## config.mk

```make
export PLATFORM = sky130hd
export DESIGN_NAME = pd_pkt_rx
export DESIGN_NICKNAME = d
export VERILOG_FILES = /design/src/rtl/pdrx_pkg.sv /design/src/rtl/pdrx_symdec.sv /design/src/rtl/pdrx_osmatch.sv /design/src/rtl/pdrx_crc32.sv /design/src/rtl/pd_pkt_rx.sv
export SDC_FILE = /design/constraint.sdc
export NUM_CORES = 1
export LEC_CHECK = 0
export BUFFER_PORTS_ARGS = -buffer_cell sky130_fd_sc_hd__buf_2
export CAP_MARGIN = 15
export CORE_ASPECT_RATIO = 1.4
export CORE_MARGIN = 5
export CORE_UTILIZATION = 56
export CTS_CLUSTER_SIZE = 16
export DETAILED_ROUTE_END_ITERATION = 6
export GPL_ROUTABILITY_DRIVEN = 0
export GPL_TIMING_DRIVEN = 1
export PLACE_DENSITY = 0.79
export SYNTH_ARGS = -nofsm -noshare
export SYNTH_HDL_FRONTEND = slang
export SYNTH_SLANG_ARGS = --single-unit
```

## constraint.sdc

```tcl
create_clock -name clk -period 2.5 [get_ports clk]
set_input_delay 0.125 -clock clk [delete_from_list [all_inputs] [get_ports clk]]
set_output_delay 0.125 -clock clk [all_outputs]
set_load 0.005 [all_outputs]
```

## src/rtl/pdrx_pkg.sv

```systemverilog
package pdrx_pkg;

    typedef enum logic [3:0] {
        ST_OK       = 4'd0,
        ST_HRST     = 4'd1,
        ST_UNSUP    = 4'd2,
        ST_ERR_PRE  = 4'd3,
        ST_ERR_SOP  = 4'd4,
        ST_ERR_LEN  = 4'd5,
        ST_ERR_SYM  = 4'd6,
        ST_ERR_CRC  = 4'd7,
        ST_ERR_EOP  = 4'd8
    } pdrx_status_e;

    typedef enum logic [2:0] {
        S_IDLE, S_PRE, S_HUNT, S_HDR, S_PAY, S_CRC, S_EOP, S_DRAIN
    } pdrx_state_e;

    typedef enum logic [1:0] {
        OS_NONE, OS_SOP, OS_ALT, OS_HRST
    } pdrx_os_e;

    localparam int SYM_BITS = 5;
    localparam logic [SYM_BITS-1:0] K_SYNC1 = 5'h18;
    localparam logic [SYM_BITS-1:0] K_SYNC2 = 5'h11;
    localparam logic [SYM_BITS-1:0] K_SYNC3 = 5'h06;
    localparam logic [SYM_BITS-1:0] K_RST1  = 5'h07;
    localparam logic [SYM_BITS-1:0] K_RST2  = 5'h19;
    localparam logic [SYM_BITS-1:0] K_EOP   = 5'h0D;

    localparam logic [31:0] CRC_POLY = 32'hEDB88320;

endpackage

```

## src/rtl/pdrx_symdec.sv

```systemverilog
module pdrx_symdec
    import pdrx_pkg::*;
(
    input  logic [SYM_BITS-1:0] code,
    output logic [3:0]          nib,
    output logic                is_data
);
    always_comb begin
        is_data = 1'b1;
        nib     = 4'h0;
        case (code)
            5'h1E: nib = 4'h0;
            5'h09: nib = 4'h1;
            5'h14: nib = 4'h2;
            5'h15: nib = 4'h3;
            5'h0A: nib = 4'h4;
            5'h0B: nib = 4'h5;
            5'h0E: nib = 4'h6;
            5'h0F: nib = 4'h7;
            5'h12: nib = 4'h8;
            5'h13: nib = 4'h9;
            5'h16: nib = 4'hA;
            5'h17: nib = 4'hB;
            5'h1A: nib = 4'hC;
            5'h1B: nib = 4'hD;
            5'h1C: nib = 4'hE;
            5'h1D: nib = 4'hF;
            default: is_data = 1'b0;
        endcase
    end
endmodule

```

## src/rtl/pdrx_osmatch.sv

```systemverilog
module pdrx_osmatch
    import pdrx_pkg::*;
#(
    parameter int SET_SYMS = 4
) (
    input  logic [SET_SYMS*SYM_BITS-1:0] win,
    output pdrx_os_e                     cls
);
    logic [SET_SYMS-1:0] s1, s2, s3, r1, r2;

    for (genvar g = 0; g < SET_SYMS; g++) begin : g_sym
        assign s1[g] = (win[g*SYM_BITS +: SYM_BITS] == K_SYNC1);
        assign s2[g] = (win[g*SYM_BITS +: SYM_BITS] == K_SYNC2);
        assign s3[g] = (win[g*SYM_BITS +: SYM_BITS] == K_SYNC3);
        assign r1[g] = (win[g*SYM_BITS +: SYM_BITS] == K_RST1);
        assign r2[g] = (win[g*SYM_BITS +: SYM_BITS] == K_RST2);
    end

    logic is_sop, is_p1, is_p2, is_hr;
    assign is_sop = s1[0] & s1[1] & s1[2] & s2[3];
    assign is_p1  = s1[0] & s1[1] & s3[2] & s3[3];
    assign is_p2  = s1[0] & s3[1] & s1[2] & s3[3];
    assign is_hr  = r1[0] & r1[1] & r1[2] & r2[3];

    always_comb begin
        if (is_sop)              cls = OS_SOP;
        else if (is_p1 || is_p2) cls = OS_ALT;
        else if (is_hr)          cls = OS_HRST;
        else                     cls = OS_NONE;
    end
endmodule

```

## src/rtl/pdrx_crc32.sv

```systemverilog
module pdrx_crc32
    import pdrx_pkg::*;
#(
    parameter int DIN_W = 4
) (
    input  logic             clk,
    input  logic             rst_n,
    input  logic             init,
    input  logic             adv,
    input  logic [DIN_W-1:0] din,
    output logic [31:0]      crc_q
);
    logic [31:0] nxt;

    always_comb begin
        nxt = crc_q;
        for (int i = 0; i < DIN_W; i++) begin
            if (nxt[0] ^ din[i]) nxt = (nxt >> 1) ^ CRC_POLY;
            else                 nxt = nxt >> 1;
        end
    end

    always_ff @(posedge clk or negedge rst_n) begin
        if (!rst_n)    crc_q <= '1;
        else if (init) crc_q <= '1;
        else if (adv)  crc_q <= nxt;
    end
endmodule

```

## src/rtl/pd_pkt_rx.sv

```systemverilog
module pd_pkt_rx
    import pdrx_pkg::*;
#(
    parameter int PRE_BITS  = 16,
    parameter int HUNT_BITS = 128,
    parameter int PAY_WORDS = 7
) (
    input  logic                   clk,
    input  logic                   rst_n,
    input  logic                   frame_i,
    input  logic                   bit_i,
    input  logic                   bit_vld_i,
    output logic [15:0]            header_o,
    output logic [PAY_WORDS*32-1:0] words_o,
    output logic [3:0]             status_o,
    output logic                   done_o,
    output logic                   pkt_ok_o
);
    localparam int SET_SYMS = 4;
    localparam int WIN_W    = SET_SYMS * SYM_BITS;
    localparam int PRE_W    = $clog2(PRE_BITS + 1);
    localparam int HUNT_W   = $clog2(HUNT_BITS + 1);
    localparam int CNT_W    = 3;
    localparam int NIB_W    = 3;

    pdrx_state_e      state_q, state_d;
    logic             fin;
    pdrx_status_e     fin_code;
    logic             bit_tk, in_data, sym_end, hdr_end, word_end, cnt_over;
    logic [2:0]       bitc_q;
    logic [3:0]       sym_sr_q;
    logic [4:0]       sym_full;
    logic [3:0]       eop4;
    logic [3:0]       dec_nib;
    logic             dec_ok;
    logic [NIB_W-1:0] nibc_q;
    logic [31:0]      acc_q, word_full;
    logic [CNT_W-1:0] wordc_q, cnt_q, hdr_cnt;
    logic [PRE_W-1:0] pre_cnt_q;
    logic             prev_q;
    logic [HUNT_W-1:0] hunt_q;
    logic [WIN_W-1:0] win_q, win_d;
    pdrx_os_e         os_cls;
    logic [31:0]      crc_q;
    logic             crc_init, crc_adv;
    logic [31:0]      words_q [PAY_WORDS];

    assign bit_tk    = frame_i & bit_vld_i;
    assign in_data   = (state_q == S_HDR) || (state_q == S_PAY) ||
                       (state_q == S_CRC) || (state_q == S_EOP);
    assign sym_full  = {bit_i, sym_sr_q};
    assign eop4      = {bit_i, sym_sr_q[3:1]};
    assign sym_end   = bit_tk && (bitc_q == 3'd4);
    assign word_full = {dec_nib, acc_q[31:4]};
    assign hdr_cnt   = word_full[30:28];
    assign hdr_end   = sym_end && dec_ok && (nibc_q == 3'd3);
    assign word_end  = sym_end && dec_ok && (nibc_q == 3'd7);
    assign win_d     = {bit_i, win_q[WIN_W-1:1]};

    if (PAY_WORDS < 7) begin : g_lim
        assign cnt_over = (hdr_cnt > CNT_W'(PAY_WORDS));
    end else begin : g_nolim
        assign cnt_over = 1'b0;
    end

    pdrx_symdec u_dec (.code(sym_full), .nib(dec_nib), .is_data(dec_ok));

    pdrx_osmatch #(.SET_SYMS(SET_SYMS)) u_os (.win(win_d), .cls(os_cls));

    assign crc_init = (state_q == S_HUNT) && bit_tk && (os_cls == OS_SOP);
    assign crc_adv  = sym_end && dec_ok && ((state_q == S_HDR) || (state_q == S_PAY));

    pdrx_crc32 #(.DIN_W(4)) u_crc (
        .clk(clk), .rst_n(rst_n), .init(crc_init), .adv(crc_adv),
        .din(dec_nib), .crc_q(crc_q)
    );

    // next state and outcome
    always_comb begin
        state_d  = state_q;
        fin      = 1'b0;
        fin_code = ST_OK;
        unique case (state_q)
            S_IDLE: if (bit_tk) state_d = S_PRE;
            S_PRE: begin
                if (!frame_i) begin
                    fin = 1'b1; fin_code = ST_ERR_PRE; state_d = S_IDLE;
                end else if (bit_vld_i) begin
                    if (bit_i == prev_q) begin
                        fin = 1'b1; fin_code = ST_ERR_PRE; state_d = S_DRAIN;
                    end else if (pre_cnt_q == PRE_W'(PRE_BITS - 1)) begin
                        state_d = S_HUNT;
                    end
                end
            end
            S_HUNT: begin
                if (!frame_i) begin
                    fin = 1'b1; fin_code = ST_ERR_SOP; state_d = S_IDLE;
                end else if (bit_vld_i) begin
                    unique case (os_cls)
                        OS_SOP:  state_d = S_HDR;
                        OS_ALT:  begin fin = 1'b1; fin_code = ST_UNSUP; state_d = S_DRAIN; end
                        OS_HRST: begin fin = 1'b1; fin_code = ST_HRST;  state_d = S_DRAIN; end
                        OS_NONE: if (hunt_q == HUNT_W'(HUNT_BITS - 1)) begin
                            fin = 1'b1; fin_code = ST_ERR_SOP; state_d = S_DRAIN;
                        end
                    endcase
                end
            end
            S_HDR, S_PAY, S_CRC: begin
                if (!frame_i) begin
                    fin = 1'b1; fin_code = ST_ERR_LEN; state_d = S_IDLE;
                end else if (sym_end && !dec_ok) begin
                    fin = 1'b1; fin_code = ST_ERR_SYM; state_d = S_DRAIN;
                end else if (state_q == S_HDR && hdr_end) begin
                    if (cnt_over) begin
                        fin = 1'b1; fin_code = ST_ERR_LEN; state_d = S_DRAIN;
                    end else begin
                        state_d = (hdr_cnt == '0) ? S_CRC : S_PAY;
                    end
                end else if (state_q == S_PAY && word_end) begin
                    if (wordc_q + 3'd1 == cnt_q) state_d = S_CRC;
                end else if (state_q == S_CRC && word_end) begin
                    if (word_full == ~crc_q) state_d = S_EOP;
                    else begin fin = 1'b1; fin_code = ST_ERR_CRC; state_d = S_DRAIN; end
                end
            end
            S_EOP: begin
                if (!frame_i) begin
                    fin = 1'b1; fin_code = ST_ERR_EOP; state_d = S_IDLE;
                end else if (bit_vld_i && bitc_q == 3'd3) begin
                    fin = 1'b1;
                    fin_code = (eop4 == K_EOP[3:0]) ? ST_OK : ST_ERR_EOP;
                    state_d = S_DRAIN;
                end
            end
            S_DRAIN: if (!frame_i) state_d = S_IDLE;
        endcase
    end

    always_ff @(posedge clk or negedge rst_n) begin
        if (!rst_n) state_q <= S_IDLE;
        else        state_q <= state_d;
    end

    // datapath and registered outputs
    always_ff @(posedge clk or negedge rst_n) begin
        if (!rst_n) begin
            done_o    <= 1'b0;
            pkt_ok_o  <= 1'b0;
            status_o  <= ST_OK;
            header_o  <= '0;
            sym_sr_q  <= '0;
            prev_q    <= 1'b0;
            win_q     <= '0;
            bitc_q    <= '0;
            nibc_q    <= '0;
            acc_q     <= '0;
            wordc_q   <= '0;
            cnt_q     <= '0;
            pre_cnt_q <= '0;
            hunt_q    <= '0;
            for (int i = 0; i < PAY_WORDS; i++) words_q[i] <= '0;
        end else begin
            done_o   <= fin;
            pkt_ok_o <= fin && (fin_code == ST_OK);
            if (fin) status_o <= fin_code;
            if (bit_tk) begin
                sym_sr_q <= {bit_i, sym_sr_q[3:1]};
                prev_q   <= bit_i;
                win_q    <= win_d;
            end
            if (state_q == S_IDLE)          pre_cnt_q <= bit_tk ? PRE_W'(1) : '0;
            else if (state_q == S_PRE && bit_tk) pre_cnt_q <= pre_cnt_q + 1'b1;
            if (state_q != S_HUNT)          hunt_q <= '0;
            else if (bit_tk)                hunt_q <= hunt_q + 1'b1;
            if (!in_data)                   bitc_q <= '0;
            else if (bit_tk)                bitc_q <= (bitc_q == 3'd4) ? 3'd0 : bitc_q + 3'd1;
            if (!in_data)                   nibc_q <= '0;
            else if (sym_end && dec_ok)     nibc_q <= hdr_end && state_q == S_HDR ? '0 : nibc_q + 1'b1;
            if (sym_end)                    acc_q <= word_full;
            if (state_q == S_HDR && hdr_end) begin
                header_o <= word_full[31:16];
                cnt_q    <= hdr_cnt;
            end
            if (!in_data)                   wordc_q <= '0;
            else if (state_q == S_PAY && word_end) begin
                words_q[wordc_q] <= word_full;
                wordc_q          <= wordc_q + 3'd1;
            end
        end
    end

    for (genvar g = 0; g < PAY_WORDS; g++) begin : g_out
        assign words_o[g*32 +: 32] = words_q[g];
    end


    done_pulse_chk: assert property (@(posedge clk) disable iff (!rst_n)
        done_o |=> !done_o);

    pkt_ok_chk: assert property (@(posedge clk) disable iff (!rst_n)
        pkt_ok_o |-> (done_o && status_o == ST_OK));

    hunt_bound_chk: assert property (@(posedge clk) disable iff (!rst_n)
        (state_q == S_HUNT) |-> (hunt_q < HUNT_W'(HUNT_BITS)));

    word_idx_chk: assert property (@(posedge clk) disable iff (!rst_n)
        (state_q == S_PAY) |-> (wordc_q < cnt_q));

    hdr_hold_chk: assert property (@(posedge clk) disable iff (!rst_n)
        (state_q == S_HUNT) |=> $stable(header_o));

endmodule

```

; Yosys cells after proc, flatten, opt, wreduce, memory -nomap -nowiden
; Cells that the tools add are included.
[totals]
ff_bits = 363
in_bits = 5
out_inout_bits = 246
elab_cells = 225
[op_classes]
addsub = 5
magnitude_cmp = 2
n_eq_ne = 60
n_mux = 81
n_bitwise = 22
n_reduce_logical = 32
[ops]
columns = op, n
row1 = $bwmux 224, 1
row2 = $mux 32, 7
row3 = $mux 3, 34
row4 = $demux 32 s3, 1
row5 = $eq 5x5->1 const B, 16
row6 = $pmux 4 s15, 1
row7 = $not 13->14, 4
row8 = $eq 32x32->1, 1
row9 = $not 32->32, 1
row10 = $eq 5x3->1 const B, 6
row11 = $eq 5x4->1 const B, 6
row12 = $eq 3x3->1 const B, 6
row13 = $mux 1, 18
row14 = $pmux 3 s3, 2
row15 = $pmux 3 s6, 1
row16 = $mux 8, 2
row17 = $pmux 4 s4, 1
row18 = $reduce_or 16->1, 1
row19 = $logic_and 1x1->1, 15
row20 = $and 1x1->1, 12
row21 = $eq 3x2->1 const B, 4
row22 = $mux 2, 6
row23 = $mux 4, 3
row24 = $ne 6x6->1 const B, 2
row25 = other kinds (32), 51

; Depth between registers and ports, before layout
[depth]
word_depth = 14
mapped_depth = 10
ltp_nobuf = 9

; Modules after synthesis
; From an unflattened synthesis, not the netlist that was laid out.
[hier_totals]
hier_cells = 1171
hier_area_um2 = 15381.0
[modules_own_cells]
columns = mod, n_inst, cells_per_inst, area_per_inst_um2, seq_area_each_um2
row1 = pd_pkt_rx, 1, 972, 13369.1, 7957.6
row2 = pdrx_crc32, 1, 155, 1750.4, 840.8
row3 = pdrx_osmatch, 1, 23, 140.1, 0.0
row4 = pdrx_symdec, 1, 21, 121.4, 0.0

; Least setup slack after synthesis
; Ideal clock, no wire load.
[synth_path]
path_kind = register to register
startpoint = reg sym_sr_q[1]
endpoint = reg words_q, in the netlist words_o[197]
setup_time_ns = 0.125
t_arrival_ns = 2.165
required_time_ns = 2.375
setup_slack_ns = 0.210
path_stages_with_launch = 9
n_path_buf = 1
period_less_slack_ns = 2.290
path_cell_list = dfrtp_1 and3_1 a21o_1 a21oi_2 and2_1 nand2_1 nor3b_2 buf_4 mux2_2
[synth_via]
elab_chain_cells = 7
word_cells_on_any_way = 22
cone_classes = 16 x eq/ne / 1 x mux / 5 x reduce/logical
[synth_lines]
columns = item, line_no
row1 = start: declaration, pd_pkt_rx.sv:31  ; logic [3:0] sym_sr_q;
row2 = start signal: assignment, pd_pkt_rx.sv:169  ; sym_sr_q <= {bit_i, sym_sr_q[3:1]};
row3 = $eq 5x5->1 / $eq 5x4->1 (equally long branches), pdrx_symdec.sv:11  ; case (code)
row4 = $reduce_or 16->1 (no line) *, --
row5 = $mux 1 *, pdrx_symdec.sv:11
row6 = $logic_and 1x1->1 * (2 in series), pd_pkt_rx.sv:57  ; assign word_end = sym_end && dec_ok && (nibc_q == 3'd7);
row7 = $logic_and 1x1->1 *, pd_pkt_rx.sv:187  ; else if (state_q == S_PAY && word_end) begin
row8 = $reduce_and 2->1 (no line) *, --
row9 = end signal: indexed assignment, pd_pkt_rx.sv:188  ; words_q[wordc_q] <= word_full;
row10 = end: declaration, pd_pkt_rx.sv:46  ; logic [31:0] words_q [PAY_WORDS];
; Every way passes the cells marked *; elsewhere a longest branch is shown, timed or not.
; A chain may end at the register's enable or synchronous reset.

; Final worst setup path
[layout_path]
startpoint = reg sym_sr_q[2]
endpoint = reg status_o[2]
[layout_via]
elab_chain_cells = 12
word_cells_on_any_way = 42
cone_classes = 17 x eq/ne / 16 x mux / 9 x reduce/logical
[layout_lines]
columns = item, line_no
row1 = branches (longest 9 deep; another with $eq 32x32->1), --
row2 = $mux 1 *, pd_pkt_rx.sv:113  ; end else if (sym_end && !dec_ok) begin
row3 = $mux 1 *, pd_pkt_rx.sv:111  ; if (!frame_i) begin
row4 = $pmux 1 s4 *, pd_pkt_rx.sv:83  ; unique case (state_q)
row5 = net fin, pd_pkt_rx.sv:27  ; logic fin;
row6 = end signal: assignment, pd_pkt_rx.sv:167  ; if (fin) status_o <= fin_code;
row7 = end: declaration, pd_pkt_rx.sv:15  ; output logic [3:0] status_o,
; Mark *: on every way through the listed nets, which the timed path passes.

==> flow_summary.json <==
{
  "dp_hpwl_mm": 26.8,
  "hp-class": "in -> async",
  "rows": 71,
  "drt-initial-drc-count": 565,
  "path_cells": "buf_4 -> nor2b_1 -> o32ai_4 -> xnor2_2 -> a32o_1 -> a22oi_2 -> a31o_2 -> inv_2 -> o21a_1",
  "vdd.ir_drop.worst_v": 0.000589,
  "powerDensity_nw_per_um2": 709,
  "cap_violations": 0,
  "setup_viol_count_final": 0,
  "ctsHtreeMaxLevel": 2,
  "status": "finished clean",
  "rsz0062_at_grt": "yes",
  "drv_slew": 0,
  "synth_flop_cell": "dfrtp_1",
  "wl_per_cell_um": 20.7,
  "synth_seq_cells": 350,
  "whs_ns": 0.102,
  "synth-edff-count": 0,
  "io_pins": 251,
  "worst-path-buf-inv": 2,
  "yosys.area.top_type": "dfrtp_1",
  "overflow": 0,
  "syn2layout_area_growth_pct": 22.6,
  "synth.distinct_cells": 75,
  "cts_tree": "yes",
  "drive_gt1_share_pct": 44.4,
  "die_h_um": 205,
  "p_leak_nw": 9.98,
  "slowest_delay_ns": 0.48,
  "grtUsageTotal_pct": 25.9,
  "clkTransAtPathRegs_ns": 0.06,
  "slew_headroom_pct": 58.0,
  "vias": 10478,
  "fillCellCount": 1905,
  "antennaDiodeCount": 0,
  "synth_top_area_share_pct": 52.6,
  "clock_latency_ns": 0.53,
  "critPathKind": "reg -> reg",
  "endpoint_kind": "register",
  "ant_nets": 0,
  "fmax_mhz": 411,
  "finalWirelength_mm": 38.7,
  "drt_first_pass_iters": 5,
  "crit_path_start_kind": "register",
  "synth_area_um2": 15100,
  "layout_common_cells": "dfrtp_1 (318), buf_2 (249), mux2_2 (209)",
  "drc_errors": 0,
  "vias_per_cell": 5.61,
  "syn_area_per_cell_um2": 12.7,
  "start_util_pct": 56.6,
  "grt_pass1_wl_mm": 62.3,
  "cp.arrival_ns": 2.86,
  "synth_nets": 1204,
  "syn_inst": 1188,
  "die_area_um2": 30500,
  "numCtsBuffers": 35,
  "synth-async-reset-ratio_pct": 100,
  "grt_pass1_vias": 11124,
  "clock_sinks": 350,
  "cp.required_ns": 2.92,
  "fin_crit_sh_pct": 97.2,
  "grt_max_degree": 76,
  "layout_commonest_cell": "dfrtp_1",
  "root_buffer": "clkbuf_16",
  "antenna_found_initial": 0,
  "port_buffers": 250,
  "slowest_stage": "o32ai_4",
  "period_minus_slack_ns": 2.43,
  "yosysWarningCount": 0,
  "critPathTopFamily": "compound AO/OA/AOI/OAI gates",
  "synth_area_leaders": "dfrtp_1 (53%), mux2_2 (16%), dfstp_2 (5.6%)",
  "synth_seq_area_share_pct": 58.1,
  "path_max_fanout": 8,
  "fp.dieW_um": 149,
  "setup_slack_ns": 0.0688,
  "finalNetCount": 1492,
  "coreArea_um2": 26700,
  "worstMarginPinSlew_ns": 0.629,
  "ctsLongestPathBuffers": 3,
  "pre_cts_ws_ns": -0.0150,
  "fin_skew_ns": 0.0251,
  "hold_viol_final": 0
}
[flip-flops by register name, indices dropped and copies added (netlist names), 3 cells and up]
name,count
acc_q,28
win_q,15
words_o,224
status_o,4
wordc_q,3
state_q,3
hunt_q,8
bitc_q,3
u_crc.crc_q,32
sym_sr_q,4
nibc_q,3
header_o,16
pre_cnt_q,5
[timing repair]
item | 4_1_cts | 5_1_grt
hold endpoints to repair | 291 | 0
setup buffers | 0 | 4
hold buffers | 2 | 0
gates resized for setup | 2 | 5
pin swaps | 1 | 6
setup endpoints to repair | 9 | 21
[through the flow]
| stage | std cells | area [um2] | power [mW] | util [%] | setup TNS (ns) |
|---|---|---|---|---|---|
| 6_report | 1868 | 18600 | 13.2 | 69.4 | 0 |
| 5_1_grt | 1868 | 18600 | 13.7 | 69.4 | -0.804 |
| 4_1_cts | 1864 | 18500 | 13.2 | 69.2 | 0 |
| 3_5_place_dp | 1798 | 17300 | 7.71 | 64.5 | -0.0150 |
| 3_3_place_gp | 1798 | 17300 | 7.64 | 64.5 | 0 |
| 2_1_floorplan | 1188 | 15100 | 7.15 | - | 0 |
[per-layer routing]
layer / GRT usage, % / up-vias / part of all wire [%]
met5: 0 / - / 0
met4: 13.1 / 0 / 5.9
met3: 4.78 / 131 / 4.4
met2: 45.1 / 317 / 52
met1: 30.6 / 5344 / 37
li1: - / 4686 / -
[power breakdown]
part / internal [mW] / switching [mW]
logic: 0.662 / 0.945
registers: 5.85 / 0.187
clock network: 3.32 / 2.20
[cell families (layout without fill, tap and decap cells)]
| group | Yosys count | in the layout | share of synthesized area (%) |
|---|---|---|---|
| XOR/XNOR | 76 | 76 | 5.22 |
| multiplexers | 238 | 238 | 17.7 |
| adder cells (fa/ha/maj) | 11 | 11 | 0.909 |
| buffers and inverters | 106 | 421 | 3.02 |
| AND/OR/NAND/NOR | 265 | 265 | 8.62 |
| flip-flops | 350 | 350 | 58.1 |
| AO/OA/AOI/OAI | 142 | 142 | 6.39 |
[area by class of cell]
type                    count  area (um2)  share of cell area (%)
flip-flops and latches    350        8800                    47.4
repair buffers            336        2080                    11.2
well taps                 365         457                    2.46
clock buffers              51        1040                    5.59
inverters                  21        78.8                   0.425
multi-input cells         732        5920                    31.9
clock inverters            13         190                    1.02
[cells in the mapped netlist, types with 2 or more instances]
cell / number
mux2_1: 29
a21oi_2: 2
a211o_1: 2
a41o_1: 2
nand4b_1: 3
dfstp_2: 32
xor2_1: 37
a21o_1: 3
o22ai_1: 2
inv_1: 19
or3_1: 4
nand3_4: 3
and2_1: 4
xnor2_2: 2
nand2_1: 146
and3_1: 5
nand3_1: 7
nor2_1: 36
nand3b_1: 4
buf_2: 23
o22a_1: 21
ha_1: 11
nor4_1: 4
a211oi_1: 5
buf_1: 7
inv_2: 2
o21a_1: 3
a21oi_1: 29
o211ai_1: 3
dfrtp_1: 318
mux2_2: 209
xnor2_1: 30
a22oi_1: 3
nor4bb_1: 4
a31oi_1: 3
nand4_1: 17
xnor2_4: 5
nor3_1: 9
o21ai_0: 45
o31ai_1: 2
buf_4: 6
xor2_2: 2
clkbuf_1: 48
nor2b_1: 6
[worst paths after layout]
path / startpoint / to / slack, ns / depth (start not counted)
min in group clk: bit_vld_i / pkt_ok_o / 0.12 / 5
hold / removal: rst_n / words_o[61] / 0.10 / 2
setup reg to reg: sym_sr_q[2] / status_o[2] / 0.07 / 9
max in group asynchronous: rst_n / words_o[132] / 1.61 / 3
hold reg to reg: header_o[9] / header_o[9] / 0.47 / 2
setup / recovery: sym_sr_q[2] / status_o[2] / 0.07 / 9
Note: power is estimated with default switching activity, not from simulation.
